### config.mk
export PLATFORM = sky130hd
export DESIGN_NAME = tlb_nmru
export DESIGN_NICKNAME = d
export VERILOG_FILES = /design/src/rtl/tlb_nmru_pkg.sv /design/src/rtl/tlb_match.sv /design/src/rtl/tlb_prio.sv /design/src/rtl/tlb_victim.sv /design/src/rtl/tlb_nmru.sv
export SDC_FILE = /design/constraint.sdc
export NUM_CORES = 2
export LEC_CHECK = 0
export BUFFER_PORTS_ARGS = -buffer_cell sky130_fd_sc_hd__buf_4
export CAP_MARGIN = 20
export CORE_ASPECT_RATIO = 1.1
export CORE_MARGIN = 10
export CORE_UTILIZATION = 51
export DETAILED_ROUTE_END_ITERATION = 7
export PLACE_DENSITY = 0.66
export SYNTH_ARGS = -nofsm -noshare
export SYNTH_HDL_FRONTEND = slang
export SYNTH_SLANG_ARGS = --single-unit
### constraint.sdc
create_clock -name clk -period 8.92 [get_ports clk]
set_input_delay 0.892 -clock clk [delete_from_list [all_inputs] [get_ports clk]]
set_output_delay 0.892 -clock clk [all_outputs]
set_load 0.01 [all_outputs]
### src/rtl/tlb_nmru_pkg.sv
// Package: shared widths and the stored-entry record of the translation buffer.
// Assumes 8 KB pages and a 64-bit virtual address.
package tlb_nmru_pkg;
    localparam int VA_W      = 64;
    localparam int PAGE_BITS = 13;
    localparam int VPN_W     = VA_W - PAGE_BITS;
    localparam int ASID_W    = 8;
    localparam int PFN_W     = 27;
    localparam int PA_W      = PFN_W + PAGE_BITS;

    typedef struct packed {
        logic [VPN_W-1:0]  vpn;
        logic [ASID_W-1:0] asid;
        logic [PFN_W-1:0]  pfn;
        logic              glb;
    } tlb_entry_t;
endpackage

### src/rtl/tlb_match.sv
// Module: per-entry comparators. Raises match[i] when entry i is valid, its
// page number equals the lookup page, and its tag matches or it is global.
// Assumes the entry array and valid vector are registered state.
module tlb_match
    import tlb_nmru_pkg::*;
#(
    parameter int N = 16
) (
    input  tlb_entry_t        ent [N],
    input  logic [N-1:0]      valid,
    input  logic [VPN_W-1:0]  lk_vpn,
    input  logic [ASID_W-1:0] lk_asid,
    output logic [N-1:0]      match
);
    for (genvar i = 0; i < N; i++) begin : g_cmp
        // Compare one entry against the lookup key.
        always_comb begin
            match[i] = valid[i] && (ent[i].vpn == lk_vpn) &&
                       (ent[i].glb || (ent[i].asid == lk_asid));
        end
    end
endmodule

### src/rtl/tlb_prio.sv
// Module: picks the lowest-indexed set bit of a match vector and flags
// when more than one bit is set. Assumes N >= 2.
module tlb_prio #(
    parameter int N  = 16,
    parameter int IW = $clog2(N)
) (
    input  logic [N-1:0]  match,
    output logic [IW-1:0] idx,
    output logic          any,
    output logic          multi
);
    // Scan from the top so that the lowest match is the one left in idx.
    always_comb begin
        idx   = '0;
        any   = 1'b0;
        multi = 1'b0;
        for (int i = N - 1; i >= 0; i--) begin
            if (match[i]) begin
                if (any) multi = 1'b1;
                any = 1'b1;
                idx = IW'(i);
            end
        end
    end
endmodule

### src/rtl/tlb_victim.sv
// Module: chooses the slot for the next software write. It uses the lowest
// invalid slot when there is one. Otherwise it uses the rotating pointer,
// stepped past the most-recently-used slot. Assumes N >= 2.
module tlb_victim #(
    parameter int N  = 16,
    parameter int IW = $clog2(N)
) (
    input  logic [N-1:0]  valid,
    input  logic [IW-1:0] ptr,
    input  logic [IW-1:0] mru,
    output logic [IW-1:0] victim,
    output logic [IW-1:0] ptr_next,
    output logic          full
);
    localparam logic [IW-1:0] LAST = IW'(N - 1);

    logic [IW-1:0] free_idx;
    logic [IW-1:0] rot_idx;

    function automatic logic [IW-1:0] step(input logic [IW-1:0] v);
        return (v == LAST) ? '0 : v + 1'b1;
    endfunction

    // Find the lowest invalid slot.
    always_comb begin
        free_idx = '0;
        for (int i = N - 1; i >= 0; i--) begin
            if (!valid[i]) free_idx = IW'(i);
        end
    end

    // Rotating choice that never lands on the most-recently-used slot.
    always_comb begin
        full     = &valid;
        rot_idx  = (ptr == mru) ? step(ptr) : ptr;
        victim   = full ? rot_idx : free_idx;
        ptr_next = step(rot_idx);
    end
endmodule

### src/rtl/tlb_nmru.sv
// Module: fully associative, software-refilled translation buffer with
// address-space tags, global entries and not-most-recently-used replacement.
// Assumes software writes only after a miss. The lookup path is
// combinational from lk_va/lk_asid and the stored state.
module tlb_nmru
    import tlb_nmru_pkg::*;
#(
    parameter int ENTRIES = 16,
    localparam int IW     = $clog2(ENTRIES)
) (
    input  logic              clk,
    input  logic              rst_n,
    input  logic [VA_W-1:0]   lk_va,
    input  logic [ASID_W-1:0] lk_asid,
    output logic              lk_hit,
    output logic              lk_multi,
    output logic [PA_W-1:0]   lk_pa,
    input  logic              wr_en,
    input  logic [VPN_W-1:0]  stg_vpn,
    input  logic [ASID_W-1:0] stg_asid,
    input  logic [PFN_W-1:0]  stg_pfn,
    input  logic              stg_global,
    input  logic              inv_all,
    input  logic              inv_asid_en,
    input  logic [ASID_W-1:0] inv_asid
);
    tlb_entry_t         ent_q [ENTRIES];
    logic [ENTRIES-1:0] valid_q;
    logic [ENTRIES-1:0] valid_d;
    logic [IW-1:0]      mru_q;
    logic [IW-1:0]      ptr_q;
    logic [ENTRIES-1:0] match;
    logic [IW-1:0]      hit_idx;
    logic [IW-1:0]      victim;
    logic [IW-1:0]      ptr_next;
    logic               full;

    tlb_match #(.N(ENTRIES)) u_match (
        .ent     (ent_q),
        .valid   (valid_q),
        .lk_vpn  (lk_va[VA_W-1:PAGE_BITS]),
        .lk_asid (lk_asid),
        .match   (match)
    );

    tlb_prio #(.N(ENTRIES), .IW(IW)) u_prio (
        .match (match),
        .idx   (hit_idx),
        .any   (lk_hit),
        .multi (lk_multi)
    );

    tlb_victim #(.N(ENTRIES), .IW(IW)) u_victim (
        .valid    (valid_q),
        .ptr      (ptr_q),
        .mru      (mru_q),
        .victim   (victim),
        .ptr_next (ptr_next),
        .full     (full)
    );

    // Form the physical address: frame from the hit entry, offset passed through.
    always_comb begin
        lk_pa = lk_hit ? {ent_q[hit_idx].pfn, lk_va[PAGE_BITS-1:0]} : '0;
    end

    // Next valid bits: invalidates first, then the written slot is set.
    always_comb begin
        for (int i = 0; i < ENTRIES; i++) begin
            valid_d[i] = valid_q[i];
            if (inv_all) begin
                valid_d[i] = 1'b0;
            end else if (inv_asid_en && !ent_q[i].glb &&
                         ent_q[i].asid == inv_asid) begin
                valid_d[i] = 1'b0;
            end
            if (wr_en && victim == IW'(i)) valid_d[i] = 1'b1;
        end
    end

    // Entry storage: load the staged translation into the chosen slot.
    always_ff @(posedge clk) begin
        if (!rst_n) begin
            for (int i = 0; i < ENTRIES; i++) ent_q[i] <= '0;
        end else if (wr_en) begin
            ent_q[victim] <= '{vpn: stg_vpn, asid: stg_asid,
                               pfn: stg_pfn, glb: stg_global};
        end
    end

    // Valid vector register.
    always_ff @(posedge clk) begin
        if (!rst_n) valid_q <= '0;
        else        valid_q <= valid_d;
    end

    // Most-recently-used index: the write takes precedence over the hit.
    always_ff @(posedge clk) begin
        if (!rst_n)      mru_q <= '0;
        else if (wr_en)  mru_q <= victim;
        else if (lk_hit) mru_q <= hit_idx;
    end

    // Rotating pointer moves only on a write that had to evict.
    always_ff @(posedge clk) begin
        if (!rst_n)              ptr_q <= '0;
        else if (wr_en && full)  ptr_q <= ptr_next;
    end
endmodule

==> metrics.txt <==
failing checks=max-slew violations; LEAKAGE=0.0301 uW; Vias/cell=6.15; Root Driver=clkbuf_16; instance count of the mapped netlist=8102; max cap viols=0; H-Tree Level Count=4; Post-Syn Nets=8276; VDD IR-drop max=0.000202 V; Finished Cell Area=80700 um^2; GPL Wtd Cong=0.977; Yosys warning count=0; routed vias=61.1k; hold_buf cts=0; Seq pwr share=44.8%; crit start category=primary input; sequential element share of the synthesized area=38.6%; critical path buffer and inverter count=3; critical path arrival=6.96 ns; Final nets=8071; Slew Viols, Final=99; WS Path Type=in2out; placed cell area=75400 um^2; most used cell, CP=buf_4; CP Data Required Time=8.03 ns; Synth area leaders=dfxtp_1, mux2i_1, xor2_1; Routed WL per cell=29.5 um; crit-path max FO=25; Worst path max stage delay=0.75 ns; initial core utilization=51.5%; Post-route DRC=0; row count=145; WHS=0.400 ns; combinational power share=8.8%; WL final=293 mm; core box area=142000 um^2; worst slew pin tran=1.58 ns; total gr overflow=0; Switching Fraction=26.0%; Iter 0 DRT Violations=7237; vias in the first global route=58.7k; total power=14300 uW; postcts setup bufs=0; Clock Power Share=46.4%; die height=418 um; hold crit path type=in2reg; Final period util=88.0%; first-pass GRT wire length=417 mm; unrepaired setup endpoints after global routing=no; I/O Buffers=213; drt pass-1 iters=6; initial antenna violation count=16; Clock Sinks=1416; layout cell share with drive strength beyond 1=7.66%; Worst path slowest cell=or4_1; Post-CTS Resized=0; Yosys reg bits=1416; Clk pin slew, worst setup/hold paths=0.06 ns; Post-synth EDFFs=0; Async SR Flop Fraction=0%; CP Capture Type=output pin; power per standard cell area=177 nW/um^2; synth-to-layout area growth=9.98%; Final TNS setup=0 ns; Max clock buf depth=3; fmax=0.127 GHz; final setup vio count=0; CTS buffer count=154; Tot GR Track Use=35.1%; CTS tree=done; Clk Latency, worst-skew pair=0.82 ns; final setup skew=0.0227 ns; Final Hold Fails=0; IO Count=214; cell taking the most area after synthesis=dfxtp_1; fin util=56.7%; die area=159000 um^2; top_reg_cell synth=dfxtp_1; outcome=complete, but fails checks; Worst slew margin=-5.39%; CP top delay family=simple AND/OR/NAND/NOR gates; Post-DP HPWL=176 mm; average size of a mapped cell=9.06 um^2; share of Yosys cell area claimed by the top area cell type=38.6%; worst path cell trace=buf_4 > xor2_1 > nor4_1 > nand4_1 > or4_1 > or4_1 > o211ai_1 > o211ai_1 > a211o_2 > buf_4 > mux2i_1 > mux2i_1 > o22ai_1 > a2111oi_1 > buf_4; post-layout minimum cycle time=7.85 ns; die width=382 um; library cells used by synthesis=84; internal power=10600 uW; NetSw=3720 uW; area of the mapped netlist=73400 um^2; largest net degree at the start of global routing=300; Routed Antenna Nets=0
-- per-layer routing --
layer	GRT usage (%)	share of wire, %
met1	42.5	38
met2	54.7	44
met4	24.1	8.2
met5	0	0.044
met3	8.80	9.9
-- cell usage after synthesis, drive strengths merged (93+ instances only) --
cell type     n
a21boi      450
xor2        740
clkbuf      453
nor4        310
nand2b      190
nand2      1018
nand4       144
dfxtp      1416
nor2b      1014
buf         204
xnor2       202
mux2i      1039
nor3         93
-- cell type report --
type	instances	area [um^2]
fill	12800	61700
multi-input combinational	5951	42100
sequential	1416	28300
clock buffer	216	4460
tap	1911	2390
timing repair buffer	296	2320
clock inverter	59	719
inverter	78	293
antenna	7	17.5
-- worst paths after layout --
path | from | end | slack (ns) | cells after the start
hold reg to reg | ent_q[192]$_SDFFE_PN0P_ | ent_q[192]$_SDFFE_PN0P_ | 0.47 | 2
setup reg to reg | ptr_q[0]$_SDFFE_PN0P_ | ent_q[587]$_SDFFE_PN0P_ | 3.80 | 11
setup / recovery | lk_va[28] | lk_pa[31] | 1.07 | 15
hold / removal | wr_en | mru_q[0]$_SDFFE_PN0P_ | 0.40 | 2
-- placed cells by master (no fill, tap or decap), types with 34 or more instances in the layout --
cell	count
nor2_1	72
a21oi_1	48
nor2b_1	1014
nand2b_1	190
clkbuf_16	157
nand4_1	144
dfxtp_1	1416
nand2_1	1016
mux2i_1	1039
nor4_1	300
a21boi_0	449
o21ai_0	36
a221oi_1	57
or4_1	34
nor3_1	92
nor4b_1	36
inv_1	74
a31oi_1	46
buf_4	287
xor2_1	740
nand3_1	74
o2111ai_1	37
xnor2_1	202
-- metrics by stage --
stage | worst slack [ns] | instances
after CTS | 1.30 | 9923
after detailed placement | 1.31 | 9648
after floorplan | 3.53 | 8102
after global placement | 1.40 | 9647
final | 1.07 | 9934
after global routing | 1.12 | 9928
-- kinds of logic (layout without fill, tap and decap cells) --
logic type / Yosys count / after routing / share of synthesized area (%)
other cells: 0 / 7 / 0
flops: 1416 / 1416 / 38.6
simple gates: 3128 / 3128 / 23.0
buf+inv: 735 / 649 / 4.19
fa+ha+maj: 3 / 3 / 0.0477
compound gates: 833 / 833 / 8.57
xor+xnor: 942 / 942 / 11.2
mux: 1045 / 1045 / 14.3
-- power groups by stage --
| stage | clock network [uW] | registers [uW] | logic [uW] |
|---|---|---|---|
| finish | 6630 | 6400 | 1260 |
| global placement | 0 | 6540 | 1200 |
| global route | 6900 | 6410 | 1270 |
| detailed placement | 0 | 6540 | 1210 |
| floorplan | 0 | 6530 | 694 |
| CTS | 6660 | 6400 | 1210 |
-- state kept, by name (all words and copies together), names as in the netlist --
signal,cells
mru_q,4
valid_q,16
ent_q,1392
ptr_q,4
(Power assumes the default switching activity.)
